## src/rtl/scanline_list_pkg.sv

```systemverilog
// Shared types for the scanline descriptor list scheduler.
package scanline_list_pkg;
    // Class of a display line, which selects the list shape.
    typedef enum logic [1:0] {
        LK_SYNC   = 2'd0,
        LK_DARK   = 2'd1,
        LK_ACTIVE = 2'd2
    } line_kind_e;
endpackage

```

## src/rtl/scan_counter.sv

```systemverilog
// Scanline and frame counters plus the running-buffer selector.
// Assumes step_i is a single-cycle pulse per finished line.
module scan_counter #(
    parameter int TOTAL = 525,
    parameter int LW    = 10,
    parameter int FW    = 16
) (
    input  logic          clk,
    input  logic          rst_n,
    input  logic          step_i,
    output logic [LW-1:0] line_o,
    output logic [FW-1:0] frame_o,
    output logic          run_sel_o
);
    localparam logic [LW-1:0] LAST = LW'(TOTAL - 1);

    // Advance the line, wrap at the frame end, swap the running buffer.
    always_ff @(posedge clk) begin
        if (!rst_n) begin
            line_o    <= '0;
            frame_o   <= '0;
            run_sel_o <= 1'b0;
        end else if (step_i) begin
            run_sel_o <= ~run_sel_o;
            if (line_o == LAST) begin
                line_o  <= '0;
                frame_o <= frame_o + 1'b1;
            end else begin
                line_o <= line_o + 1'b1;
            end
        end
    end

    a_r1_line_step: assert property (@(posedge clk) disable iff (!rst_n)
        (step_i && line_o != LAST) |=> (line_o == $past(line_o) + 1'b1 && $stable(frame_o)));

    a_r1_line_wrap: assert property (@(posedge clk) disable iff (!rst_n)
        (step_i && line_o == LAST) |=> (line_o == '0 && frame_o == $past(frame_o) + 1'b1));
endmodule

```

## src/rtl/line_classify.sv

```systemverilog
// Classifies the line two ahead of the current one and computes its
// framebuffer row address, with vertical doubling by halving the index.
// Assumes TOTAL > 2 and WIDTH a multiple of 4.
module line_classify
    import scanline_list_pkg::*;
#(
    parameter int VS    = 2,
    parameter int VBP   = 33,
    parameter int ACT   = 480,
    parameter int TOTAL = 525,
    parameter int LW    = 10,
    parameter int AW    = 32,
    parameter int WIDTH = 320
) (
    input  logic [LW-1:0] line_i,
    input  logic [AW-1:0] fb_base_i,
    output line_kind_e    kind_o,
    output logic [AW-1:0] row_addr_o,
    output logic          misalign_o
);
    localparam logic [LW:0] TOT_L  = (LW+1)'(TOTAL);
    localparam logic [LW:0] VS_L   = (LW+1)'(VS);
    localparam logic [LW:0] ACT_LO = (LW+1)'(VS + VBP);
    localparam logic [LW:0] ACT_HI = (LW+1)'(VS + VBP + ACT);

    logic [LW:0] sum, tgt, act_idx, row;

    // Target line = current + 1 (the line about to start) + 1 (one ahead).
    always_comb begin
        sum = {1'b0, line_i} + (LW+1)'(2);
        tgt = (sum >= TOT_L) ? sum - TOT_L : sum;
    end

    // Region tests by compare, row index by subtract and halve.
    always_comb begin
        act_idx = tgt - ACT_LO;
        row     = act_idx >> 1;
        if (tgt < VS_L)
            kind_o = LK_SYNC;
        else if (tgt >= ACT_LO && tgt < ACT_HI)
            kind_o = LK_ACTIVE;
        else
            kind_o = LK_DARK;
        row_addr_o = {fb_base_i[AW-1:2], 2'b00} + AW'(row) * AW'(WIDTH);
        misalign_o = |fb_base_i[1:0];
    end
endmodule

```

## src/rtl/list_writer.sv

```systemverilog
// Writes one descriptor list, a word per cycle, into the idle list buffer
// and then strobes the DMA with its pointer. After reset it preloads both
// buffers with a sync list. Assumes line pulses are spaced wider than a
// list write (at least 10 cycles).
module list_writer
    import scanline_list_pkg::*;
#(
    parameter int          AW        = 32,
    parameter int          WIDTH     = 320,
    parameter logic [31:0] LIST_BASE = 32'h2000_0000
) (
    input  logic          clk,
    input  logic          rst_n,
    input  logic          step_i,
    input  logic          run_sel_i,
    input  line_kind_e    kind_i,
    input  logic [AW-1:0] row_addr_i,
    input  logic          misalign_i,
    input  logic [AW-1:0] sync_buf_i,
    input  logic [AW-1:0] dark_buf_i,
    input  logic [AW-1:0] hdr_buf_i,
    input  logic [AW-1:0] fp_buf_i,
    output logic          lm_we_o,
    output logic [3:0]    lm_addr_o,
    output logic [AW-1:0] lm_data_o,
    output logic [AW-1:0] dma_ptr_o,
    output logic          dma_start_o,
    output logic          align_err_o
);
    localparam logic [AW-1:0] BUF_BYTES = AW'(32);

    logic          busy, init, fill_sel, ptr_sel;
    logic [2:0]    idx;
    line_kind_e    kind_q;
    logic [AW-1:0] row_q;
    logic [2:0]    last_idx;

    assign last_idx = (kind_q == LK_ACTIVE) ? 3'd7 : 3'd3;

    // Sequencer: preload after reset, then one list per line pulse.
    always_ff @(posedge clk) begin
        if (!rst_n) begin
            busy        <= 1'b1;
            init        <= 1'b1;
            idx         <= '0;
            fill_sel    <= 1'b0;
            kind_q      <= LK_SYNC;
            row_q       <= '0;
            ptr_sel     <= 1'b0;
            dma_start_o <= 1'b0;
            align_err_o <= 1'b0;
        end else begin
            dma_start_o <= 1'b0;
            if (busy) begin
                if (idx == last_idx) begin
                    if (init && !fill_sel) begin
                        fill_sel <= 1'b1;
                        idx      <= '0;
                    end else begin
                        busy        <= 1'b0;
                        init        <= 1'b0;
                        dma_start_o <= 1'b1;
                        ptr_sel     <= init ? 1'b0 : fill_sel;
                    end
                end else begin
                    idx <= idx + 1'b1;
                end
            end else if (step_i) begin
                busy     <= 1'b1;
                idx      <= '0;
                fill_sel <= run_sel_i;
                kind_q   <= kind_i;
                row_q    <= row_addr_i;
                if (kind_i == LK_ACTIVE && misalign_i)
                    align_err_o <= 1'b1;
            end
        end
    end

    // Word selection for the list being written.
    always_comb begin
        lm_data_o = '0;
        unique case (kind_q)
            LK_ACTIVE: begin
                case (idx)
                    3'd0: lm_data_o = AW'(3);
                    3'd1: lm_data_o = hdr_buf_i;
                    3'd2: lm_data_o = AW'(WIDTH / 4);
                    3'd3: lm_data_o = row_q;
                    3'd4: lm_data_o = AW'(1);
                    3'd5: lm_data_o = fp_buf_i;
                    default: lm_data_o = '0;
                endcase
            end
            LK_SYNC, LK_DARK: begin
                case (idx)
                    3'd0: lm_data_o = AW'(2);
                    3'd1: lm_data_o = (kind_q == LK_SYNC) ? sync_buf_i : dark_buf_i;
                    default: lm_data_o = '0;
                endcase
            end
            default: lm_data_o = '0;
        endcase
    end

    assign lm_we_o   = busy;
    assign lm_addr_o = {fill_sel, idx};
    assign dma_ptr_o = AW'(LIST_BASE) + (ptr_sel ? BUF_BYTES : '0);

    a_r7_end_marker: assert property (@(posedge clk) disable iff (!rst_n)
        dma_start_o |-> ($past(lm_we_o) && $past(lm_data_o) == '0));

    a_r9_row_aligned: assert property (@(posedge clk) disable iff (!rst_n)
        (lm_we_o && kind_q == LK_ACTIVE && lm_addr_o[2:0] == 3'd3) |-> (lm_data_o[1:0] == 2'b00));
endmodule

```

## src/rtl/scanline_list_sched.sv

```systemverilog
// Top of the scanline descriptor list scheduler. Counts lines and frames,
// classifies the line one ahead, and builds its list into the idle half of
// a ping-pong list memory. Assumes ACT_LINES is even and VS_LINES >= 2.
module scanline_list_sched
    import scanline_list_pkg::*;
#(
    parameter int          VS_LINES  = 2,
    parameter int          VBP_LINES = 33,
    parameter int          ACT_LINES = 480,
    parameter int          VFP_LINES = 10,
    parameter int          WIDTH     = 320,
    parameter int          AW        = 32,
    parameter int          FW        = 16,
    parameter logic [31:0] LIST_BASE = 32'h2000_0000,
    localparam int         TOTAL     = VS_LINES + VBP_LINES + ACT_LINES + VFP_LINES,
    localparam int         LW        = $clog2(TOTAL)
) (
    input  logic          clk,
    input  logic          rst_n,
    input  logic          line_done_i,
    input  logic [AW-1:0] fb_base_i,
    input  logic [AW-1:0] sync_buf_i,
    input  logic [AW-1:0] dark_buf_i,
    input  logic [AW-1:0] hdr_buf_i,
    input  logic [AW-1:0] fp_buf_i,
    output logic          lm_we_o,
    output logic [3:0]    lm_addr_o,
    output logic [AW-1:0] lm_data_o,
    output logic [AW-1:0] dma_ptr_o,
    output logic          dma_start_o,
    output logic [LW-1:0] line_o,
    output logic [FW-1:0] frame_o,
    output logic          align_err_o
);
    logic          run_sel;
    line_kind_e    kind;
    logic [AW-1:0] row_addr;
    logic          misalign;

    scan_counter #(.TOTAL(TOTAL), .LW(LW), .FW(FW)) u_cnt (
        .clk(clk), .rst_n(rst_n), .step_i(line_done_i),
        .line_o(line_o), .frame_o(frame_o), .run_sel_o(run_sel)
    );

    line_classify #(
        .VS(VS_LINES), .VBP(VBP_LINES), .ACT(ACT_LINES), .TOTAL(TOTAL),
        .LW(LW), .AW(AW), .WIDTH(WIDTH)
    ) u_cls (
        .line_i(line_o), .fb_base_i(fb_base_i),
        .kind_o(kind), .row_addr_o(row_addr), .misalign_o(misalign)
    );

    list_writer #(.AW(AW), .WIDTH(WIDTH), .LIST_BASE(LIST_BASE)) u_wr (
        .clk(clk), .rst_n(rst_n), .step_i(line_done_i), .run_sel_i(run_sel),
        .kind_i(kind), .row_addr_i(row_addr), .misalign_i(misalign),
        .sync_buf_i(sync_buf_i), .dark_buf_i(dark_buf_i),
        .hdr_buf_i(hdr_buf_i), .fp_buf_i(fp_buf_i),
        .lm_we_o(lm_we_o), .lm_addr_o(lm_addr_o), .lm_data_o(lm_data_o),
        .dma_ptr_o(dma_ptr_o), .dma_start_o(dma_start_o), .align_err_o(align_err_o)
    );

    // once lines run, the buffer being written is never the running one.
    a_r6_fill_idle: assert property (@(posedge clk) disable iff (!rst_n)
        (lm_we_o && (line_o != '0 || frame_o != '0)) |-> (lm_addr_o[3] != run_sel));
endmodule

```

## config.mk

```make
export PLATFORM = sky130hd
export DESIGN_NAME = scanline_list_sched
export DESIGN_NICKNAME = d
export VERILOG_FILES = /design/src/rtl/scanline_list_pkg.sv /design/src/rtl/scan_counter.sv /design/src/rtl/line_classify.sv /design/src/rtl/list_writer.sv /design/src/rtl/scanline_list_sched.sv
export SDC_FILE = /design/constraint.sdc
export NUM_CORES = 1
export LEC_CHECK = 0
export BUFFER_PORTS_ARGS = -buffer_cell sky130_fd_sc_hd__buf_2
export CORE_MARGIN = 1
export CORE_UTILIZATION = 54
export DETAILED_ROUTE_END_ITERATION = 6
export GPL_ROUTABILITY_DRIVEN = 0
export PLACE_DENSITY_LB_ADDON = 0.05
export SLEW_MARGIN = 30
export SYNTH_ARGS = -nofsm -noshare
export SYNTH_HDL_FRONTEND = slang
export SYNTH_SLANG_ARGS = --single-unit
export TNS_END_PERCENT = 10
```

## constraint.sdc

```tcl
create_clock -name clk -period 12.05 [get_ports clk]
set_input_delay 1.205 -clock clk [delete_from_list [all_inputs] [get_ports clk]]
set_output_delay 1.205 -clock clk [all_outputs]
set_load 0.01 [all_outputs]
```

-- After elaboration in Yosys (flattened, before gate mapping)
Cells that the tools add are included.
- multiply operators: 1
- muxes and demuxes: 24
- divide/modulo/power cells: 0
- shift-type cells: 0
- magnitude comparators: 4
- add/sub/neg operators: 8
- reduce and logical (&&, ||, !) cells: 16
- equality and inequality tests: 13
- bitwise operators: 3
- operator list (operator ; count):
    32-bit case mux with 6 select lines ; 1
    32-bit case mux with 2 select lines ; 2
    30-bit by 32-bit adder with 32-bit output, first input constant ; 1
    32-bit by 20-bit adder with 32-bit output ; 1
    32-bit two-way mux ; 1
    16-bit by 1-bit adder with 16-bit output, second input constant ; 1
    3-bit two-way mux ; 5
    10-bit by 3-bit multiplier with 13-bit output, second input constant ; 1
    3-bit AND reduction ; 4
    10-bit by 2-bit adder with 11-bit output, second input constant ; 1
    11-bit by 10-bit greater-or-equal comparator with 1-bit output, second input constant ; 1
    11-bit by 6-bit greater-or-equal comparator with 1-bit output, second input constant ; 1
    11-bit by 10-bit less-than comparator with 1-bit output, second input constant ; 1
    11-bit by 2-bit less-than comparator with 1-bit output, second input constant ; 1
    11-bit two-way mux ; 1
    11-bit by 10-bit subtractor with 11-bit output, second input constant ; 1
    11-bit by 6-bit subtractor with 11-bit output, second input constant ; 1
    10-bit by 1-bit adder with 10-bit output, second input constant ; 1
    10-bit equality test, second input constant ; 1
    1-bit two-way mux ; 10
    10-bit two-way mux ; 1
    3-bit by 2-bit equality test with 1-bit output, second input constant ; 2
    3-bit equality test, second input constant ; 2
    6-bit two-way mux ; 1
    16 further kinds ; 26
- latch bits: 0
- register bits after elaboration: 70
- memory bits (writable): 0
- input port bits: 163
- word-level logic and storage cells: 81
- output and inout port bits: 97
- memories kept: 0
- bits in read-only memories: 0

-- Longest topological paths before layout
Gate-level depths: netlist of run 1.
- word-level depth: 10
- depth in mapped cells: 29
- gate-level depth less buffers: 27

-- By module
Synthesis of run 1 repeated with hierarchy kept, for this count alone.
- cells, all modules: 847
- area, all modules: 6666.4 um^2
- modules (own cells, without submodules) (module ; seq. area each (um^2) ; instances ; cells each ; area an instance (um^2)):
    list_writer ; 860.8 ; 1 ; 390 ; 3173.0
    line_classify ; 0.0 ; 1 ; 316 ; 2250.9
    scan_counter ; 540.5 ; 1 ; 141 ; 1242.4

-- Worst setup path before layout of run 1
No wires, ideal clock.
- kind: register to register
- start: register u_cnt.line_o[1]
- end: register u_wr.row_q[28]
- data arrival time: 5801 ps
- cell stages (with the launch flop): 27
- library setup time: 91 ps
- slack: 6158 ps
- required time: 11959 ps
- buffers on the path: 1
- clock period less this slack: 5892 ps
- cells stage by stage: dfxtp_1 inv_1 ha_1 clkbuf_1 nand2b_1 a21oi_1 a211oi_2 a21oi_4 a2bb2oi_2 xnor2_1 o21ai_1 xnor2_1 ha_1 ha_1 a21o_1 a21oi_1 o21bai_1 a21oi_1 o21bai_1 a21oi_1 xnor2_1 ha_1 nand3_1 nor3_1 nor4_1 or4_1 a311oi_1
- word-level cells in the longest chain between the ends: 6
- elaborated cells between the ends (all ways): 7
- classes of those cells: 4 x add/sub; 1 x mul; 1 x order compare; 1 x mux
- RTL lines (what ; line ; text):
    start: declaration ; scan_counter.sv:11 ; output logic [LW-1:0] line_o,
    start signal: assignment ; scan_counter.sv:29 ; line_o <= line_o + 1'b1;
    10-bit by 2-bit adder with 11-bit output (*) ; line_classify.sv:30 ; sum = {1'b0, line_i} + (LW+1)'(2);
    11-bit by 10-bit subtractor with 11-bit output or 11-bit by 10-bit greater-or-equal comparator with 1-bit output (tied branches) ; line_classify.sv:31 ; tgt = (sum >= TOT_L) ? sum - TOT_L : sum;
    11-bit two-way mux (*) ; line_classify.sv:31 ;
    11-bit by 6-bit subtractor with 11-bit output (*) ; line_classify.sv:36 ; act_idx = tgt - ACT_LO;
    10-bit by 3-bit multiplier with 13-bit output (*) ; line_classify.sv:44 ; row_addr_o = {fb_base_i[AW-1:2], 2'b00} + AW'(row) * AW'(WIDTH);
    32-bit by 20-bit adder with 32-bit output (*) ; line_classify.sv:44 ;
    end signal: assignment ; list_writer.sv:73 ; row_q <= row_addr_i;
    end: declaration ; list_writer.sv:35 ; logic [AW-1:0] row_q;
Every way passes the cells marked *; elsewhere a longest branch is shown, timed or not.
A chain may end at the register's enable or synchronous reset.

-- Worst setup path after layout of run 1
- start: register u_cnt.line_o[1]
- end: register u_wr.row_q[24]
The elaborated chain is that of the path after synthesis.

==> impl_results.md, run 1 <==
- Vias in the first global route: 6,119
- Met1 WL: about 8500 µm
- Worst hold path type: flip-flop to flip-flop
- DRT antenna net count: 0
- Worst hold path depth: 2
- R2r endpoint: u_wr.row_q[24]
- WHS Endpoint: u_wr.row_q[17]
- Synthesized instance count: about 850
- Comb pwr share: 0.389
- Largest net degree at the start of global routing: 46
- DR WL met3: 1300 µm
- Critical-path top delay cell: o311ai_0
- Layout Skew: 0.0103 ns
- Final WL: between 20,000 and 25,000 µm
- Clock slew at reported path FFs: 0.06 ns
- DRC: 0
- Most frequent cells in the layout: buf_2 (228), nand2_1 (72), dfxtp_1 (68)
- Peak supply drop: 0.0857 mV
- Pwr/cell area: 98.6 mW/mm²
- Static leakage: 0.00368 µW
- Die area: 0.0127 mm²
- Commonest non-fill, non-tap cell in the layout: buf_2
- YS warnings: 0
- Met2 wire length: 10,100 µm
- Reg power frac: 0.296
- Number of buffers and inverters on the critical path: 2
- CP peak stage delay: 0.77 ns
- Startpoint types: flip-flop
- Non-filler cells, final: ~1,200
- Adder-Cell Fraction of Synth Area: 0.0758
- Status: finished, final reports clean
- Hold-fix buffers at CTS: 0
- Max-slew headroom: 0.382
- Distinct cells, synth: 81
- Post-CTS Setup Inserts: 0
- Top FF cell, synth: dfxtp_1
- RSZ-0062 raised after global routing: no
- Vias per inst: 5.83
- Crit path time final: just under 7 ns
- Final count of negative-setup-slack endpoints: 0
- Synthesized area per cell: 7.84 µm²
- CTS root buf: clkbuf_16
- Hold Startpoint: u_wr.row_q[17]
- Area of the core: 0.0120 mm²
- Yosys reg bits: 68
- Initial antenna violation count: 2
- Layout cells sized above 1: 0.302
- FFs w/ async S/R, synth: 0
- Vias: 6,928
- Die X: ~110 µm
- # nets final: 1,238
- Post-CTS sizing: 0
- Skew-Pair Late Insertion Delay: 0.34 ns
- Initial DRT Pass Iterations: 5
- FF-to-FF Start: u_cnt.line_o[1]
- Reg2Reg Depth: 25
- Placed cells: 1,172
- Detailed router's first-iteration violation count: 447
- Max-Cap Viols: 0
- Clock Power Share: 0.315
- Area used by multi-input combinational logic: 0.00483 mm²
- Crit Path Class: flip-flop to flip-flop
- CTS max path bufs: 2
- Synth Area in Simple Gates: 0.207
- Arr. time, crit path: 7.02 ns
- # rows: 40
- Final Max Slew Viols: 0
- IO buf count: 228
- CTS tree: done
- Overall Global Routing Usage: 0.313
- First-pass GRT wire length: 31,500 µm
- Crit path max-delay family: compound AO/OA/AOI/OAI gates
- CP Max Fanout: 9
- Highest metal used: met4
- Compound-Gate Fraction of Synth Area: 0.238
- Die Y: 113 µm
- Mux cell area share after synthesis: 0.107
- Sequential element share of the synthesized area: 0.205
- Internal power: 502 µW
- Clk sink count: 68
- FILL cells: between 1,000 and 1,500
- Number of synthesized flops with an enable pin: 0
- Max Freq: 148 MHz
- Ports: 260
- Sw frac: 0.360
- Reg2reg setup slack: approximately 5.3 ns
- Area growth from synthesis to layout: 19.8%
- Tcrit/Tclk final: 0.559
- DP HPWL: 15,800 µm
- WL/cell: around 17 µm
- Post-Syn Area: between 0.006 and 0.007 mm²
- CTS Buf Count: 9
- Crit path capture type: flip-flop
- XOR/XNOR share of the synthesized area: 0.0807
- Final hold vios: 0
- Data required time of the worst path: 12.32 ns
- Initial core utilization: 0.552
- Largest family of logic cells by synthesized area: compound AO/OA/AOI/OAI gates
- Gr ovfl total: 0
- Worst Tran Pin Value: 0.923 ns
- H-tree levels: 3
- Switching power: roughly 280 µW
- Register Area: ~0.0014 mm²
- Total negative slack: 0 ns
metrics by stage:
step	worst slack, ns	total power (µW)	util	hold slack, ns	instance area, µm²
floorplan	6.16	458	-	0.426	6740
global placement	5.57	536	0.638	0.440	7660
detailed placement	5.42	538	0.638	0.447	7660
CTS	5.36	785	0.661	0.454	7940
global route	4.75	828	0.662	0.476	7950
finish	5.31	783	0.662	0.451	7950
registers in the layout (all words and copies together), names as in the netlist:
signal and cells:
u_cnt.frame_o 16, u_cnt.line_o 10, u_cnt.run_sel_o 1, u_wr.align_err_o 1
u_wr.dma_start_o 1, u_wr.fill_sel 1, u_wr.idx 3, u_wr.init 1
u_wr.kind_q 2, u_wr.lm_we_o 1, u_wr.ptr_sel 1, u_wr.row_q 30
final cells by class:
| class | count | share of cell area |
|---|---|---|
| inverter | 25 | 0.0118 |
| sequential | 68 | 0.171 |
| antenna | 1 | 0.000315 |
| clock buffer | 9 | 0.0283 |
| timing repair buffer | 235 | 0.150 |
| multi-input combinational | 697 | 0.608 |
| tap | 147 | 0.0231 |
| clock inverter | 7 | 0.00661 |
logic make-up (layout without fill, tap and decap cells):
logic type / after synthesis / after routing
simple gates: 274 / 274
compound gates: 229 / 229
buf+inv: 110 / 276
flops: 68 / 68
mux: 67 / 67
xor+xnor: 57 / 57
fa+ha+maj: 39 / 39
other cells: 2 / 32
worst max-delay path by stage:
stage | start | slack [ns] | endpoint | cells after the start
floorplan | u_cnt.line_o[1] | 6.16 | u_wr.row_q[28] | 26
global placement | u_cnt.line_o[1] | 5.57 | u_wr.row_q[30] | 25
detailed placement | u_cnt.line_o[1] | 5.42 | u_wr.row_q[24] | 26
CTS | u_cnt.line_o[1] | 5.36 | u_wr.row_q[24] | 25
global route | u_cnt.line_o[1] | 4.75 | u_wr.row_q[21] | 26
finish | u_cnt.line_o[1] | 5.31 | u_wr.row_q[24] | 25
routing by layer:
metal	up-vias	global-route usage
li1	3430	-
met1	3194	0.382
met2	270	0.563
met3	34	0.0520
met4	0	0.0942
met5	-	0
synthesized netlist by cell type, types with 19 or more instances:
master	n	area (µm²)
nand2_1	72	270
dfxtp_1	68	1360
ha_1	37	463
xnor2_1	34	298
a21oi_1	51	255
inv_1	24	90.1
clkbuf_1	35	131
mux2_2	30	338
nand3_1	33	165
mux2i_1	37	370
buf_4	38	285
xor2_1	19	166
o22ai_1	35	219
nor2_1	65	244
a22oi_1	28	210
o21ai_0	32	160
worst min-delay path, stage by stage (launching register included):
cell and delay [ns]:
dfxtp_1 0.31, nand2_1 0.05, a21oi_1 0.05
power by group through the flow:
stage	Sequential [µW]	Combinational, µW	Clock, µW
detailed placement	237	302	0
global route	232	335	261
CTS	232	304	250
floorplan	236	222	0
global placement	236	300	0
finish	232	305	247
(Power assumes the default switching activity.)
==> run 2: changes to the inputs <==
Settings changed: CORE_UTILIZATION 54 to 51.
Clock period 12.05 ns to 6.84 ns, I/O delays scaled along.
==> run 2 against run 1 <==
Against the previous run: via count is essentially flat; largest cell class unchanged; critical path type unchanged; die area grew 5.8%; global-route usage shrank 1.2 points.
==> impl_results.md, run 2 (same netlist as run 1, synthesis figures left out) <==
- Status: finished, final reports clean
- CTS max path bufs: 2
- Clock slew at reported path FFs: 0.06 ns
- Clock Power Share: 0.348
- Post-layout worst setup margin: 0.567 ns
- Detailed router's first-iteration violation count: 352
- Largest regs: u_wr.row_q (30), u_cnt.frame_o (16), u_cnt.line_o (10)
- Layout cells sized above 1: 0.308
- RSZ-0062 raised after global routing: no
- CP peak stage delay: 0.51 ns
- Data required time of the worst path: roughly 7.1 ns
- Initial antenna violation count: 0
- DP HPWL: between 15,000 and 20,000 µm
- Initial DRT Pass Iterations: 5
- Area growth from synthesis to layout: 22.5%
- Switching power: just under 500 µW
- Sw frac: 0.335
- Pre-CTS WS: roughly 0.36 ns
- Max Freq: between 150 and 200 MHz
- # rows: 41
- Tcrit/Tclk final: 0.917
- Largest Register: u_wr.row_q
- Worst hold path type: flip-flop to flip-flop
- Static leakage: 0.00375 µW
- DRC: 0
- Non-filler cells, final: 1,221
- DRT antenna net count: 0
- Final WL: between 20,000 and 25,000 µm
- Final count of negative-setup-slack endpoints: 0
- Placed cells: about 1,200
- # nets final: 1,245
- Overall Global Routing Usage: 0.301
- Largest net degree at the start of global routing: 46
- Crit path top cell by count: ha_1
- IO buf count: 228
- Vias per inst: 5.68
- Critical-path top delay cell: ha_1
- Max-slew headroom: 0.405
- Comb pwr share: 0.367
- Vias: 6,930
- Final core utilization: 0.641
- CTS Buf Count: 9
- Final hold vios: 0
- Layout Skew: 0.00685 ns
- CTS root buf: clkbuf_16
- Worst Tran Pin Value: around 0.9 ns
- CTS tree: done
- WL/cell: 17.1 µm
- H-tree levels: 3
- Gr ovfl total: 0
- Commonest non-fill, non-tap cell in the layout: buf_2
- Skew-Pair Late Insertion Delay: 0.33 ns
- FILL cells: 1,234
- Cell breakdown of the critical path: ha_1 -> nand2_1 -> or3_1 -> and4_4 -> a211oi_2 -> a2bb2oi_2 -> xnor2_1 -> o21ai_1 -> xnor2_1 -> ha_1 -> ha_1 -> a21o_1 -> a21oi_1 -> o21bai_1 -> a21oi_1 -> o21bai_1 -> a21oi_1 -> xnor2_1 -> ha_1 -> nand3_1 -> nor3_2 -> nor4_2 -> or4_1 -> a311oi_1
- Max-Cap Viols: 0
- Crit path time final: 6.27 ns
- Most frequent cells in the layout: buf_2 (228), nand2_1 (72), dfxtp_1 (66)
- Area of the core: 0.0127 mm²
- Vias in the first global route: 6,280
- CP Max Fanout: 11
- Hold-fix buffers at CTS: 0
- Max reg flops: 30
- Clk sink count: between 60 and 70
- Post-CTS Setup Inserts: 0
- Crit path capture type: flip-flop
- Internal power: roughly 970 µW
- Arr. time, crit path: 6.50 ns
- Crit Path Class: flip-flop to flip-flop
- Total negative slack: 0 ns
- Die area: 0.0135 mm²
- Reg power frac: 0.284
- Peak supply drop: 0.110 mV
- Ports: 260
- Initial core utilization: 0.524
- Die X: around 120 µm
- Pwr/cell area: around 180 mW/mm²
- Final Max Slew Viols: 0
- Startpoint types: flip-flop
- Die Y: 116 µm
- First-pass GRT wire length: about 32,000 µm
[run 2: cell count changes in the layout (fill, tap and decap cells not counted), moves of 2 or more]
cell and delta:
buf_4 +5, bufinv_16 +2, clkinv_2 -2, clkinv_4 -3
dfxtp_1 -2, dfxtp_2 +2
[run 2: per-stage QoR]
step / hold WS, ns / area, µm² / power (µW)
global route: 0.472 / 8120 / 1550
finish: 0.456 / 8130 / 1460
floorplan: 0.426 / 6740 / 807
detailed placement: 0.447 / 7770 / 953
CTS: 0.456 / 8100 / 1460
global placement: 0.439 / 7730 / 952
[run 2: layout make-up]
type / count / area [µm²] / area share
diodes: 1 / 2.50 / 0.000308
clock buffers: 11 / 243 / 0.0299
clock inverters: 5 / 83.8 / 0.0103
inverters: 25 / 93.8 / 0.0115
multi-input cells: 697 / 4850 / 0.597
flip-flops and latches: 68 / 1360 / 0.168
well taps: 172 / 215 / 0.0265
repair buffers: 242 / 1270 / 0.157
[run 2: repair_timing]
action,4_1_cts,5_1_grt
hold endpoints to repair,0,0
setup endpoints to repair,0,12
resized for setup,0,5
[run 2: worst max-delay path: cells and delay by family, from the launching register on]
kind            cells  cell delay (ns)
flops               1             0.50
xor+xnor            3             0.53
fa+ha+maj           4             1.49
simple gates        7             1.68
compound gates     10             1.99
[run 2: path summary, 6_finish.rpt]
path	from	end	slack [ns]	cells after the start
max reg2reg	u_cnt.line_o[2]	u_wr.row_q[20]	0.57	24
min reg2reg	u_wr.row_q[6]	u_wr.row_q[6]	0.46	2
min	u_wr.row_q[6]	u_wr.row_q[6]	0.46	2
max	u_cnt.line_o[2]	u_wr.row_q[20]	0.57	24
[run 2: metal layers]
metal	vias up	track usage	wire (µm)
li1	3448	-	-
met1	3196	0.369	8750
met2	247	0.535	10400
met3	39	0.0481	1250
met4	0	0.0983	490
met5	-	0	0
[run 2: power groups by stage]
stage / combinational (µW) / clock [µW] / sequential [µW]
2_1_floorplan: 391 / 0 / 416
3_3_place_gp: 528 / 0 / 423
3_5_place_dp: 529 / 0 / 424
4_1_cts: 532 / 516 / 415
5_1_grt: 595 / 538 / 416
6_report: 536 / 508 / 415
